$ cat config.mk
export PLATFORM = sky130hd
export DESIGN_NAME = tdc_array
export DESIGN_NICKNAME = d
export VERILOG_FILES = /design/src/rtl/tdc_pkg.sv /design/src/rtl/tdc_cell.sv /design/src/rtl/tdc_err_track.sv /design/src/rtl/tdc_array.sv
export SDC_FILE = /design/constraint.sdc
export NUM_CORES = 1
export LEC_CHECK = 0
export BUFFER_PORTS_ARGS = -buffer_cell sky130_fd_sc_hd__clkbuf_2
export CAP_MARGIN = 20
export CORE_AREA = 2 2 339 341
export DETAILED_ROUTE_END_ITERATION = 16
export DIE_AREA = 0 0 341 343
export PLACE_DENSITY_LB_ADDON = 0.2
export SYNTH_ARGS = -nofsm -noshare
export SYNTH_HDL_FRONTEND = slang
export SYNTH_HIERARCHICAL = 1
export SYNTH_SLANG_ARGS = --single-unit
$ cat constraint.sdc
create_clock -name clk -period 8.58 [get_ports clk]
set_clock_uncertainty 0.1 [all_clocks]
set_input_delay 0.429 -clock clk [delete_from_list [all_inputs] [get_ports clk]]
set_output_delay 0.429 -clock clk [all_outputs]
set_load 0.02 [all_outputs]
$ cat src/rtl/tdc_pkg.sv
package tdc_pkg;
  typedef enum logic [1:0] {
    SLOT_EMPTY = 2'd0,
    SLOT_DATA  = 2'd1,
    SLOT_TOKEN = 2'd2
  } slot_e;
endpackage

$ cat src/rtl/tdc_cell.sv
module tdc_cell
  import tdc_pkg::*;
#(
  parameter int W        = 16,
  parameter int HAS_LEFT = 1
) (
  input  logic         clk,
  input  logic         rst_n,
  input  slot_e        ld_kind,
  input  logic [W-1:0] ld_d,
  input  logic [W-1:0] ld_c,
  input  slot_e        nb_kind,
  input  logic [W-1:0] nb_d,
  input  logic [W-1:0] nb_c,
  input  logic [W-1:0] nb_s,
  input  logic [W-1:0] nb_res,
  input  logic         fault,
  output slot_e        kind_q,
  output logic [W-1:0] d_q,
  output logic [W-1:0] c_q,
  output logic [W-1:0] st_q,
  output logic [W-1:0] res,
  output logic         mism
);
  // element operation: rotate state left by one, add data, xor carry
  function automatic logic [W-1:0] step_fn(input logic [W-1:0] s, input logic [W-1:0] d,
                                           input logic [W-1:0] c);
    logic [W-1:0] rot;
    rot = {s[W-2:0], s[W-1]};
    return (rot + d) ^ c;
  endfunction

  logic         dup;
  logic [W-1:0] op_s, op_d, op_c;

  assign dup  = (kind_q == SLOT_TOKEN);
  assign op_s = dup ? nb_s : st_q;
  assign op_d = dup ? nb_d : d_q;
  assign op_c = dup ? nb_c : c_q;
  assign res  = step_fn(op_s, op_d, op_c) ^ {{(W-1){1'b0}}, fault};
  assign mism = (HAS_LEFT != 0) && dup && (nb_kind == SLOT_DATA) && (res != nb_res);

  always_ff @(posedge clk) begin
    if (!rst_n) begin
      kind_q <= SLOT_EMPTY;
      d_q    <= '0;
      c_q    <= '0;
      st_q   <= '0;
    end else begin
      kind_q <= ld_kind;
      d_q    <= ld_d;
      c_q    <= ld_c;
      if (kind_q == SLOT_DATA) st_q <= res;
    end
  end
endmodule

$ cat src/rtl/tdc_err_track.sv
module tdc_err_track #(
  parameter int N  = 8,
  parameter int IW = 3
) (
  input  logic          clk,
  input  logic          rst_n,
  input  logic [N-1:0]  mism,
  input  logic          clr,
  output logic          flag,
  output logic [IW-1:0] idx
);
  function automatic logic [IW-1:0] lowest(input logic [N-1:0] v);
    logic [IW-1:0] r;
    r = '0;
    for (int k = N - 1; k >= 0; k--) if (v[k]) r = IW'(k);
    return r;
  endfunction

  logic [IW-1:0] lo;
  assign lo = lowest(mism);

  always_ff @(posedge clk) begin
    if (!rst_n || clr) begin
      flag <= 1'b0;
      idx  <= '0;
    end else if (|mism) begin
      flag <= 1'b1;
      if (!flag || lo < idx) idx <= lo;
    end
  end
endmodule

$ cat src/rtl/tdc_array.sv
module tdc_array
  import tdc_pkg::*;
#(
  parameter int N  = 8,
  parameter int W  = 16,
  parameter int IW = (N > 1) ? $clog2(N) : 1
) (
  input  logic          clk,
  input  logic          rst_n,
  input  logic          in_valid,
  input  logic          in_tok,
  input  logic [W-1:0]  in_data,
  input  logic          err_clr,
  input  logic          fault_en,
  input  logic [IW-1:0] fault_sel,
  output logic          out_valid,
  output logic [W-1:0]  out_data,
  output logic          err_flag,
  output logic [IW-1:0] err_idx
);
  localparam int LAST = N - 1;

  slot_e        kind_w [N];
  logic [W-1:0] d_w    [N];
  logic [W-1:0] c_w    [N];
  logic [W-1:0] st_w   [N];
  logic [W-1:0] res_w  [N];

  // named event wires for the checker
  logic [N-1:0]   mism_vec;
  logic [N-1:0]   tok_vec;
  logic [N-1:0]   dat_vec;
  logic [N*W-1:0] st_flat;

  for (genvar i = 0; i < N; i++) begin : g_pe
    slot_e        ld_kind, nb_kind;
    logic [W-1:0] ld_d, ld_c, nb_d, nb_c, nb_s, nb_res;

    if (i == 0) begin : g_head
      assign ld_kind = in_tok ? SLOT_TOKEN : (in_valid ? SLOT_DATA : SLOT_EMPTY);
      assign ld_d    = in_tok ? '0 : in_data;
      assign ld_c    = '0;
      assign nb_kind = SLOT_EMPTY;
      assign nb_d    = '0;
      assign nb_c    = '0;
      assign nb_s    = '0;
      assign nb_res  = '0;
    end else begin : g_body
      assign ld_kind = kind_w[i-1];
      assign ld_d    = d_w[i-1];
      assign ld_c    = (kind_w[i-1] == SLOT_DATA) ? res_w[i-1] : '0;
      assign nb_kind = kind_w[i-1];
      assign nb_d    = d_w[i-1];
      assign nb_c    = c_w[i-1];
      assign nb_s    = st_w[i-1];
      assign nb_res  = res_w[i-1];
    end

    tdc_cell #(.W(W), .HAS_LEFT((i == 0) ? 0 : 1)) u_cell (
      .clk    (clk),
      .rst_n  (rst_n),
      .ld_kind(ld_kind),
      .ld_d   (ld_d),
      .ld_c   (ld_c),
      .nb_kind(nb_kind),
      .nb_d   (nb_d),
      .nb_c   (nb_c),
      .nb_s   (nb_s),
      .nb_res (nb_res),
      .fault  (fault_en && (fault_sel == IW'(i))),
      .kind_q (kind_w[i]),
      .d_q    (d_w[i]),
      .c_q    (c_w[i]),
      .st_q   (st_w[i]),
      .res    (res_w[i]),
      .mism   (mism_vec[i])
    );

    assign tok_vec[i]          = (kind_w[i] == SLOT_TOKEN);
    assign dat_vec[i]          = (kind_w[i] == SLOT_DATA);
    assign st_flat[i*W +: W]   = st_w[i];
  end

  tdc_err_track #(.N(N), .IW(IW)) u_err (
    .clk  (clk),
    .rst_n(rst_n),
    .mism (mism_vec),
    .clr  (err_clr),
    .flag (err_flag),
    .idx  (err_idx)
  );

  always_ff @(posedge clk) begin
    if (!rst_n) begin
      out_valid <= 1'b0;
      out_data  <= '0;
    end else begin
      out_valid <= dat_vec[LAST];
      out_data  <= res_w[LAST];
    end
  end
endmodule

Word level (Yosys, flattened, before mapping)
Cells that the tools add are included.
Storage, ports and cells
  word-level logic and storage cells: 160
  input port bits: 25
  bits in registers: 405
  output and inout bits: 21
Cells by class
  magnitude comparators: 1
  reductions and logical operators: 37
  mux-type cells: 32
  equality and inequality tests: 30
  add/subtract/negate cells: 8
  bitwise gates (word level): 16
Operators by type and width (number)
  16-bit two-way mux: 23
  16-bit adder: 8
  16-bit by 1-bit bitwise XOR with 16-bit output: 8
  16-bit != test: 7
  16-bit bitwise XOR: 7
  1-bit logical AND: 22
  3-bit two-way mux: 7
  2-bit by 1-bit == test with 1-bit output (second input constant): 8
  2-bit == test (second input constant): 8
  2-bit AND reduction: 8
  3-bit == test (second input constant): 4
  7-bit OR reduction: 1
  3-bit by 2-bit == test with 1-bit output (second input constant): 2
  3-bit by 1-bit == test with 1-bit output (second input constant): 1
  3-bit logical NOT: 1
  3-bit < comparator: 1
  1-bit logical NOT: 2
  1-bit logical OR: 2
  2-bit two-way mux: 1
  2-bit OR reduction: 1
  1-bit two-way mux: 1
  1-bit inverter: 1

Longest topological paths before layout
Gate-level depths: netlist of the first run.
  word-level depth: 17
  gate-level depth with buffers: 29
  mapped depth without buffers: 26

Cells and area by module
The synthesis of the first run kept the hierarchy.
By module, submodules not included
  tdc_cell at g_pe[1].u_cell ...: sequential area each 1001.0 um^2, cells each 349, times used 4, area an instance 3389.5 um^2
  tdc_cell at g_pe[5].u_cell ...: sequential area each 1001.0 um^2, cells each 329, times used 3, area an instance 3129.3 um^2
  tdc_cell at g_pe[0].u_cell: sequential area each 1001.0 um^2, cells each 318, times used 1, area an instance 2950.3 um^2
  tdc_array: sequential area each 340.3 um^2, cells each 188, times used 1, area an instance 1856.8 um^2
  tdc_err_track: sequential area each 80.1 um^2, cells each 39, times used 1, area an instance 354.1 um^2

Least setup slack after synthesis of the first run
Ideal clock, no wire load.
  path kind: register to register
  from: register g_pe[6].u_cell.kind_q[0]
  to: register u_err.idx[1]
  arrival time: 6.409 ns
  stages on the path, launching flop included: 29
  library setup time: 0.115 ns
  buffers on the path: 3
  setup slack: 1.956 ns
  required time: 8.365 ns
  period minus slack after synthesis: 6.624 ns
  cells stage by stage: dfxtp_1 -> nand2b_1 -> buf_4 -> buf_4 -> buf_1 -> mux2_2 -> ha_1 -> fa_1 -> a21o_1 -> nand4_1 -> a21boi_1 -> o21ai_1 -> o211ai_1 -> a21oi_1 -> xnor2_1 -> xor3_1 -> mux2_2 -> nor4_1 -> nand4_1 -> nor4_1 -> and4b_1 -> a2111oi_2 -> nor4_4 -> nor2b_1 -> ha_1 -> a211oi_2 -> a31oi_2 -> o211a_1 -> a31o_1
Between the ends
  word-level cells in the longest chain between the ends: 17
  elaborated cells on any way between the ends: 25
  classes of those cells: add/sub: 1; order compare: 1; eq/ne: 4; mux: 10; bitwise: 2; reduce/logical: 7
RTL lines
  start: declaration: RTL line tdc_cell.sv:18  | output slot_e kind_q,
  start signal: assignment: RTL line tdc_cell.sv:50  | kind_q <= ld_kind;
  2-bit == test *
  16-bit two-way mux (on tied branches): RTL line tdc_cell.sv:37, tdc_cell.sv:38
  16-bit adder: RTL line tdc_cell.sv:30  | return (rot + d) ^ c;
  16-bit bitwise XOR *: RTL line tdc_cell.sv:30
  16-bit by 1-bit bitwise XOR with 16-bit output *: RTL line tdc_cell.sv:40  | assign res = step_fn(op_s, op_d, op_c) ^ {{(W-1){1'b0}}, fault};
  net g_pe[7].nb_res[14]: RTL line tdc_array.sv:37  | logic [W-1:0] ld_d, ld_c, nb_d, nb_c, nb_s, nb_res;
  16-bit != test *: RTL line tdc_cell.sv:41  | assign mism = (HAS_LEFT != 0) && dup && (nb_kind == SLOT_DATA) && (res != nb_res);
  1-bit logical AND *: RTL line tdc_cell.sv:41
  net mism_vec[7]: RTL line tdc_array.sv:30  | logic [N-1:0] mism_vec;
  3-bit two-way mux * (7 in series): RTL line tdc_err_track.sv:15  | for (int k = N - 1; k >= 0; k--) if (v[k]) r = IW'(k);
  net u_err.lo[2]: RTL line tdc_err_track.sv:19  | logic [IW-1:0] lo;
  3-bit < comparator *: RTL line tdc_err_track.sv:28  | if (!flag || lo < idx) idx <= lo;
  1-bit logical OR *: RTL line tdc_err_track.sv:28
  2-bit AND reduction (no source line) *
  end signal: assignment: RTL line tdc_err_track.sv:28
  end: declaration: RTL line tdc_err_track.sv:10  | output logic [IW-1:0] idx
Mark *: on every way through the listed nets, which the timed path passes. The rest lies on a longest branch.
A chain may end at the register's enable or synchronous reset.

Final worst setup path of the first run
  from: register g_pe[4].u_cell.kind_q[0]
  to: register u_err.idx[1]
Between the ends
  word-level cells in the longest chain between the ends: 15
  elaborated cells on any way between the ends: 23
  classes of those cells: add/sub: 1; order compare: 1; eq/ne: 4; mux: 8; bitwise: 2; reduce/logical: 7
RTL lines (RTL line)
  start: declaration: tdc_cell.sv:18
  start signal: assignment: tdc_cell.sv:50
  2-bit == test *
  16-bit two-way mux (on tied branches): tdc_cell.sv:37, tdc_cell.sv:38
  16-bit adder: tdc_cell.sv:30
  16-bit bitwise XOR *: tdc_cell.sv:30
  16-bit by 1-bit bitwise XOR with 16-bit output *: tdc_cell.sv:40
  net g_pe[5].nb_res[14]: tdc_array.sv:37
  16-bit != test *: tdc_cell.sv:41
  1-bit logical AND *: tdc_cell.sv:41
  net mism_vec[5]: tdc_array.sv:30
  3-bit two-way mux * (5 in series): tdc_err_track.sv:15
  net u_err.lo[1]: tdc_err_track.sv:19
  3-bit < comparator: tdc_err_track.sv:28
  1-bit logical OR: tdc_err_track.sv:28
  2-bit AND reduction (no source line)
Marked as above.

==> results of run 1 <==
[final cells by class]
type	instances	area (um^2)	share of cell area
sequential	421	8430	0.265
clock inverter	14	198	0.00622
clock buffer	76	1540	0.0485
timing repair buffer	91	596	0.0187
inverter	48	180	0.00567
tap	1512	1890	0.0595
multi-input combinational	2383	19000	0.596
[routing by layer]
layer | share of wire | vias to the layer above | wire (um) | global-route usage
met5 | 0 | - | 0 | 0
met1 | 0.48 | 9433 | 38500 | 0.180
met3 | 0.024 | 86 | 1910 | 0.0163
li1 | - | 10300 | - | -
met4 | 0.019 | 0 | 1500 | 0.0297
met2 | 0.47 | 199 | 37800 | 0.234
[layout by cell type, fill, tap and decap left out, drive strengths merged, types with 11 or more instances in the layout]
master     n
mux2i    131
buf       41
xnor3     20
nor2b     47
nor4      16
a21boi    88
mux2     243
and3      16
a21oi     82
nand3     47
nor3      33
o211ai    21
o21ai     59
nor4b     17
o211a     24
xnor2    259
o41ai     11
clkbuf   120
a21o      40
conb      65
a2111oi   15
nand2b    25
a31oi     11
nand2    255
xor2      86
and3b    113
inv       47
nor2      84
or3       13
nand4     26
and2     307
ha       122
dfxtp    421
a31o      13
[sequential cells by signal, summed over array words and instances, names as in the netlist]
name and flops:
g_pe.u_cell/c_q 128, g_pe.u_cell/d_q 128, g_pe.u_cell/st_q 128, g_pe.u_cell/kind_q 16, out_data 16, u_err/idx 3, out_valid 1, u_err/flag 1
[kinds of logic after synthesis]
| family | Yosys count |
|---|---|
| and+or+nand+nor | 1024 |
| muxes | 374 |
| other | 2 |
| xor gates and xnor gates | 368 |
| DFF | 421 |
| AOI/OAI and AO/OA | 422 |
| buffers and inverters | 187 |
| adders and majority gates | 130 |
[through the flow]
stage	cells	instance area, um^2	util	hold WS [ns]
after floorplan	2991	28300	-	0.340
after global placement	4449	30000	0.264	0.356
after detailed placement	4449	30000	0.264	0.359
after CTS	4545	31800	0.280	0.000251
after global routing	4545	31800	0.280	0.0490
final	4545	31800	0.280	0.0443
[critical path, stage by stage (launching register included)]
cell	delay (ns)
dfxtp_1	0.34
nand2b_4	0.30
buf_4	0.47
mux2_2	0.39
ha_1	0.39
a211oi_2	0.24
nand3b_1	0.14
o211ai_2	0.30
o21ai_1	0.11
xnor2_1	0.54
xor3_1	0.51
mux2_2	0.34
nor4_1	0.58
nand4_1	0.17
nor4_1	0.31
and4b_1	0.27
a2111oi_2	0.13
nor2_1	0.10
o21ai_0	0.09
a211oi_1	0.43
ha_1	0.31
o21a_1	0.17
o21ai_2	0.17
a31oi_2	0.08
o211a_1	0.23
a31o_1	0.18
[how the worst min path moves through the flow]
stage | from | end | slack [ns] | depth (start not counted)
finish | in_data[15] | g_pe[0].u_cell/d_q[15] | 0.04 | 3
global route | in_data[10] | g_pe[0].u_cell/d_q[10] | 0.05 | 3
CTS | in_data[11] | g_pe[0].u_cell/d_q[11] | 0.0003 | 3
detailed placement | g_pe[7].u_cell/st_q[3] | g_pe[7].u_cell/st_q[3] | 0.36 | 2
global placement | g_pe[7].u_cell/st_q[6] | g_pe[7].u_cell/st_q[6] | 0.36 | 2
floorplan | g_pe[7].u_cell/st_q[11] | g_pe[7].u_cell/st_q[11] | 0.34 | 2
[power breakdown]
part | leakage (nW) | switching [mW] | internal, mW
Clock | 0.860 | 0.919 | 1.38
Combinational | 10.2 | 0.240 | 0.186
Sequential | 3.40 | 0.0211 | 1.98
Total | 14.5 | 1.18 | 3.54
==> impl_summary.txt, run 1 <==
----------------------------------------------------
[Outcome]
  Outcome ... finished clean

[Floorplanning]
  Die ar. ... 117,000 um^2
  Y dimension of the die ... 343 um
  Area of the core region ... 113,000 um^2
  Number of primary I/O pins ... 46
  Horizontal extent of the die ... 341 um
  Starting density of the core ... 0.248
  Placement row count ... 124

[Critical path]
  Biggest fanout along the worst timing path ... 29
  Cell count of the worst reg-to-reg path ... 25
  Reg-to-reg critical path endpoint ... u_err/idx[1]
  Startpoint of the most critical register-to-register path ... g_pe[4].u_cell/kind_q[0]
  Slack of the worst reg-to-reg path ... 1.03 ns
  Crit path required time ... 8.97 ns
  Startpoint Class ... flop
  Critical path destination ... u_err/idx[1]
  Critical Path End Type ... flop
  First element of the critical path ... g_pe[4].u_cell/kind_q[0]
  CP Data Arrival Time ... 7.94 ns
  Kind of critical path ... reg -> reg

[Placement]
  IO buf count ... 45
  Worst setup slack after placement ... 0.947 ns
  Routability congestion estimate ... 0.843
  HPWL Detailed ... 61.8 mm

[Global routing]
  Number of global-route vias before repair ... 20,000
  Maximum number of pins on one net before global-route repair ... 103
  Grt total ovfl ... 0
  Gr usage total ... 0.136
  Wire length of the first global-routing pass ... 124 mm
  Number of antenna violations at the first check in global routing ... 0

[Timing]
  Setup Viol. Count Final ... 0
  Final period demand of the worst path ... 7.55 ns
  Setup WS post-layout ... 1.03 ns
  Part of the cycle the worst path needs ... 0.880
  Slew Limit Headroom ... 0.386
  Transition time at the pin with the least slew margin ... 0.921 ns
  Setup TNS Final ... 0 ns
  Final hold viol count ... 0
  Final Slew Violations ... 0
  Maximum clock frequency ... 132 MHz
  Unrepaired setup endpoints after global routing ... no

[Yosys]
  Number of library cell types mapped by synthesis ... 90
  Synthesized-area fraction occupied by xor and xnor cells ... 0.128
  Ys flop type ... dfxtp_1
  Synth warn ... 6
  Simple logic cell fraction of the synthesized area ... 0.216
  Mean instance size in the synthesized netlist ... 9.60 um^2
  Synthesized cell area ... 28,100 um^2
  Post-synthesis share of cell area spent on full adders, half adders and majority gates ... 0.0600
  Share of the synthesized area in the top cell type ... 0.300
  Number of storage elements in the synthesis netlist ... 421
  Leading cell types by count after synthesis ... 421 x dfxtp_1, 305 x and2_1, 255 x nand2_1
  Proportion of synthesized area in mux cells ... 0.146
  Top-count cell post-synth ... dfxtp_1
  Area fraction in compound gates after synthesis ... 0.116
  Fraction of registers with async set/reset ... 0
  Ranking of synthesized cells by area ... dfxtp_1 30%, mux2_2 9.7%, xnor2_1 7.8%
  Combinational family with the most area after synthesis ... simple AND/OR/NAND/NOR gates
  Share of the yosys chip area belonging to registers ... 0.300
  Synthesized instance count ... 2,928
  Post-synth EDFFs ... 0
  Area leader, netlist ... dfxtp_1

[Routing]
  Total via count after detailed routing ... 20,100
  Detail Route Antenna Nets ... 0
  Average wire per standard cell ... 17.5 um
  Drt first-iter violations ... 856
  DRC violations left ... 0
  Post-Route WL ... 79.7 mm
  Length of the first detailed-routing pass in iterations ... 5
  Vias per std cell ... 4.41

[Clocking]
  CTS H-tree lvls ... 2
  CTS sink cnt ... 421
  Worst-Skew Late Latency ... 0.61 ns
  Clock tree from TritonCTS ... yes
  Deepest clock path buffer count ... 3
  Clock edge transition at the registers on the reported setup and hold paths ... 0.06 ns
  Master cell of the clock root buffer ... clkbuf_16
  Number of setup buffers added after CTS ... 0
  Number of resized instances in the post-cts repair step ... 0
  Number of hold-repair buffers added at the cts stage ... 6
  Number of buffers inserted during clock tree synthesis ... 50

[Layout]
  Filler cells ... 12,000
  Inserted Diodes ... 0
  Fraction of final layout cells with drive strength greater than 1 ... 0.181
  Relative area change from synthesis to final layout ... 13.1%
  Final Net Count ... 3,150

[Pwr]
  Design Power ... 4.72 mW
  Worst IR Drop VDD ... 0.124 mV
  Cell area power density ... 149 nW/um^2
  Static leakage power ... 14.5 nW

[Job]
  Max-cap violations ... 0

[Hold path]
  Hold Crit Class ... in -> reg

----------------------------------------------------
Note: power is estimated with default switching activity, not from simulation.
==> inputs of run 2 (changes only) <==
--- a/config.mk
+++ b/config.mk
@@ -5,13 +5,13 @@
 export SDC_FILE = /design/constraint.sdc
 export NUM_CORES = 1
 export LEC_CHECK = 0
+export ABC_AREA = 1
 export BUFFER_PORTS_ARGS = -buffer_cell sky130_fd_sc_hd__clkbuf_2
 export CAP_MARGIN = 20
-export CORE_AREA = 2 2 339 341
+export CORE_AREA = 2 2 324 326
 export DETAILED_ROUTE_END_ITERATION = 16
-export DIE_AREA = 0 0 341 343
+export DIE_AREA = 0 0 326 328
 export PLACE_DENSITY_LB_ADDON = 0.2
 export SYNTH_ARGS = -nofsm -noshare
 export SYNTH_HDL_FRONTEND = slang
-export SYNTH_HIERARCHICAL = 1
 export SYNTH_SLANG_ARGS = --single-unit
==> impl_summary.txt, run 2 <==
----------------------------------------------------
[Yosys]
  Net count after synthesis ... 4,183
  Post-synth EDFFs ... 0
  Fraction of registers with async set/reset ... 0
  Mean instance size in the synthesized netlist ... 6.39 um^2
  Share of the yosys chip area belonging to registers ... 0.315
  Ys flop type ... dfxtp_1
  Top-count cell post-synth ... nand2_1
  Share of the synthesized area in the top cell type ... 0.315
  Synthesized cell area ... 25,700 um^2
  Number of storage elements in the synthesis netlist ... 405
  Area leader, netlist ... dfxtp_1
  Synth warn ... 0
  Ranking of synthesized cells by area ... dfxtp_1 32%, nand2_1 19%, inv_1 9.8%
  Number of library cell types mapped by synthesis ... 49
  Leading cell types by count after synthesis ... 1,274 x nand2_1, 673 x inv_1, 405 x dfxtp_1
  Synthesized instance count ... 4,028

[Layout]
  Commonest cells after routing, fill and taps aside ... 1,273 x nand2_1, 673 x inv_1, 405 x dfxtp_1
  Inserted Diodes ... 0
  Relative area change from synthesis to final layout ... 13.3%
  Final Net Count ... 4,198
  Number of standard cells in the layout, taps in and fillers out ... 5,455
  Most common library cell in the layout ignoring fill and taps ... nand2_1
  Fraction of final layout cells with drive strength greater than 1 ... 0.0540
  Final cell utilization of the core ... 0.283
  Final Cell Area ... 29,200 um^2
  Largest regs ... g_pe.u_cell.d_q: 128 flops, g_pe.u_cell.st_q: 128 flops, g_pe.u_cell.c_q: 112 flops

[Clocking]
  Number of setup buffers added after CTS ... 0
  Number of buffers inserted during clock tree synthesis ... 47
  Clock tree from TritonCTS ... yes
  Deepest clock path buffer count ... 3
  CTS H-tree lvls ... 2
  CTS sink cnt ... 405
  Number of resized instances in the post-cts repair step ... 0
  Worst-Skew Late Latency ... 0.61 ns
  Clock edge transition at the registers on the reported setup and hold paths ... 0.06 ns
  Number of hold-repair buffers added at the cts stage ... 19
  Master cell of the clock root buffer ... clkbuf_16

[Critical path]
  CP max stage delay ... 0.49 ns
  Cell count of the worst reg-to-reg path ... 34
  Reg-to-reg critical path endpoint ... u_err.idx[1]
  CP max stage cell ... nand2_2
  Most Frequent Cell on Critical Path ... nand2_1
  Slack of the worst reg-to-reg path ... 3.01 ns
  Startpoint of the most critical register-to-register path ... g_pe[5].u_cell.kind_q[0]
  Biggest fanout along the worst timing path ... 38
  Kind of critical path ... reg -> reg
  CP Data Arrival Time ... 6.00 ns
  Crit path required time ... 9.01 ns
  Startpoint Class ... flop
  Critical Path End Type ... flop

[Pwr]
  Switching power as a share of total power ... 0.242
  Clock power frac ... 0.496
  Internal power summed over all cells ... 3.18 mW
  Worst IR Drop VDD ... 0.115 mV
  Static leakage power ... 14.0 nW
  Net switching power of the design ... 1.02 mW
  Logic pwr share ... 0.051
  Part of the power in registers ... 0.453
  Cell area power density ... 144 nW/um^2

[Routing]
  Vias per std cell ... 4.29
  Total via count after detailed routing ... 23,400
  Post-Route WL ... 83.6 mm
  Length of the first detailed-routing pass in iterations ... 5
  Detail Route Antenna Nets ... 0
  Average wire per standard cell ... 15.3 um
  Drt first-iter violations ... 1,281
  DRC violations left ... 0

[Hold path]
  Hold Crit Class ... in -> reg
  Worst hold path stage count ... 3
  Endpoint with the worst hold slack ... g_pe[1].u_cell.kind_q[1]
  Startpoint of the lowest-slack hold path ... rst_n

[Global routing]
  Number of antenna violations at the first check in global routing ... 0
  Number of global-route vias before repair ... 22,700
  Maximum number of pins on one net before global-route repair ... 92
  Wire length of the first global-routing pass ... 129 mm
  Grt total ovfl ... 0
  Gr usage total ... 0.154

[Floorplanning]
  Area of the core region ... 103,000 um^2
  Y dimension of the die ... 328 um
  Horizontal extent of the die ... 326 um
  Placement row count ... 118
  Starting density of the core ... 0.249
  Die ar. ... 107,000 um^2
  Number of primary I/O pins ... 46

[Placement]
  Routability congestion estimate ... 0.885
  HPWL Detailed ... 66.7 mm
  IO buf count ... 45
  Cell area reported after detailed placement ... 27,300 um^2
  Number of placed instances, taps included ... 5,352
  Worst setup slack after placement ... 3.01 ns

[Timing]
  Transition time at the pin with the least slew margin ... 1.05 ns
  Part of the cycle the worst path needs ... 0.649
  Setup WS post-layout ... 3.01 ns
  Slew Limit Headroom ... 0.294
  Final hold viol count ... 0
  Setup TNS Final ... 0 ns
  Maximum clock frequency ... 179 MHz
  Unrepaired setup endpoints after global routing ... no
  Final Slew Violations ... 0
  Final period demand of the worst path ... 5.57 ns
  Setup Viol. Count Final ... 0

[Outcome]
  Outcome ... finished clean

[Job]
  Max-cap violations ... 0

----------------------------------------------------
run 2: changes by cell type in the layout (fill, tap and decap cells not counted), sizes merged, moves of 52 or more:
cell | previous run | this run
inv | 47 | 684
nor2 | 84 | 359
mux2i | 131 | 0
o22ai | 4 | 105
xor2 | 86 | 138
and3b | 113 | 0
mux2 | 243 | 14
xnor2 | 259 | 73
and2 | 307 | 4
nand2 | 255 | 1284
o21ai | 59 | 274
conb | 65 | 0
nand3 | 47 | 194
a21boi | 88 | 0
run 2: power by group through the flow:
stage	Combinational, mW	Sequential [mW]	Clock, mW
global route	0.241	1.90	2.22
finish	0.215	1.90	2.08
floorplan	0.147	1.94	0
detailed placement	0.212	1.94	0
global placement	0.212	1.94	0
CTS	0.219	1.90	2.15
run 2: final cells by class:
class	instances	area, um^2
inverter	685	2570
sequential	405	8110
fill	11600	74000
multi-input combinational	2817	14500
tap	1380	1730
clock inverter	12	144
timing repair buffer	87	674
clock buffer	69	1410
run 2: layer usage:
metal,global-route usage,part of all wire,vias up
li1,-,-,12600
met1,0.207,0.49,10400
met2,0.262,0.46,336
met3,0.0170,0.032,92
met4,0.0372,0.020,0
met5,0,0,-
run 2: cells by family (layout without fill, tap and decap cells):
group           after synthesis  count (layout)  synth area share
flops                       405             405             0.315
compound gates              558             558             0.122
fa+ha+maj                   130             130            0.0655
simple gates               1904            1904             0.296
buf+inv                     806             853             0.121
mux                          14              14           0.00613
xor+xnor                    211             211            0.0750
run 2: worst max path at each step:
stage	to	from	depth (start not counted)	slack, ns
after global placement	u_err.idx[1]	g_pe[1].u_cell.kind_q[0]	31	3.05
after CTS	u_err.idx[1]	g_pe[6].u_cell.kind_q[0]	34	2.96
after floorplan	u_err.idx[1]	g_pe[2].u_cell.kind_q[0]	28	4.13
after global routing	u_err.idx[1]	g_pe[5].u_cell.kind_q[0]	34	2.39
after detailed placement	u_err.idx[1]	g_pe[6].u_cell.kind_q[0]	34	3.01
final	u_err.idx[1]	g_pe[5].u_cell.kind_q[0]	34	3.01
run 2: worst max-delay path: cells and delay by family, from the launching register on:
kind | cells | cell delay, ns
AOI/OAI and AO/OA | 4 | 0.47
adders and majority gates | 3 | 0.94
buffers and inverters | 4 | 0.70
DFF | 1 | 0.38
and+or+nand+nor | 23 | 2.86
run 2: per-stage QoR:
step                      power, mW  hold slack, ns
after global routing           4.36          0.0643
after detailed placement       2.16           0.314
after floorplan                2.09           0.307
after global placement         2.16           0.310
after CTS                      4.27          0.0480
final                          4.20          0.0755
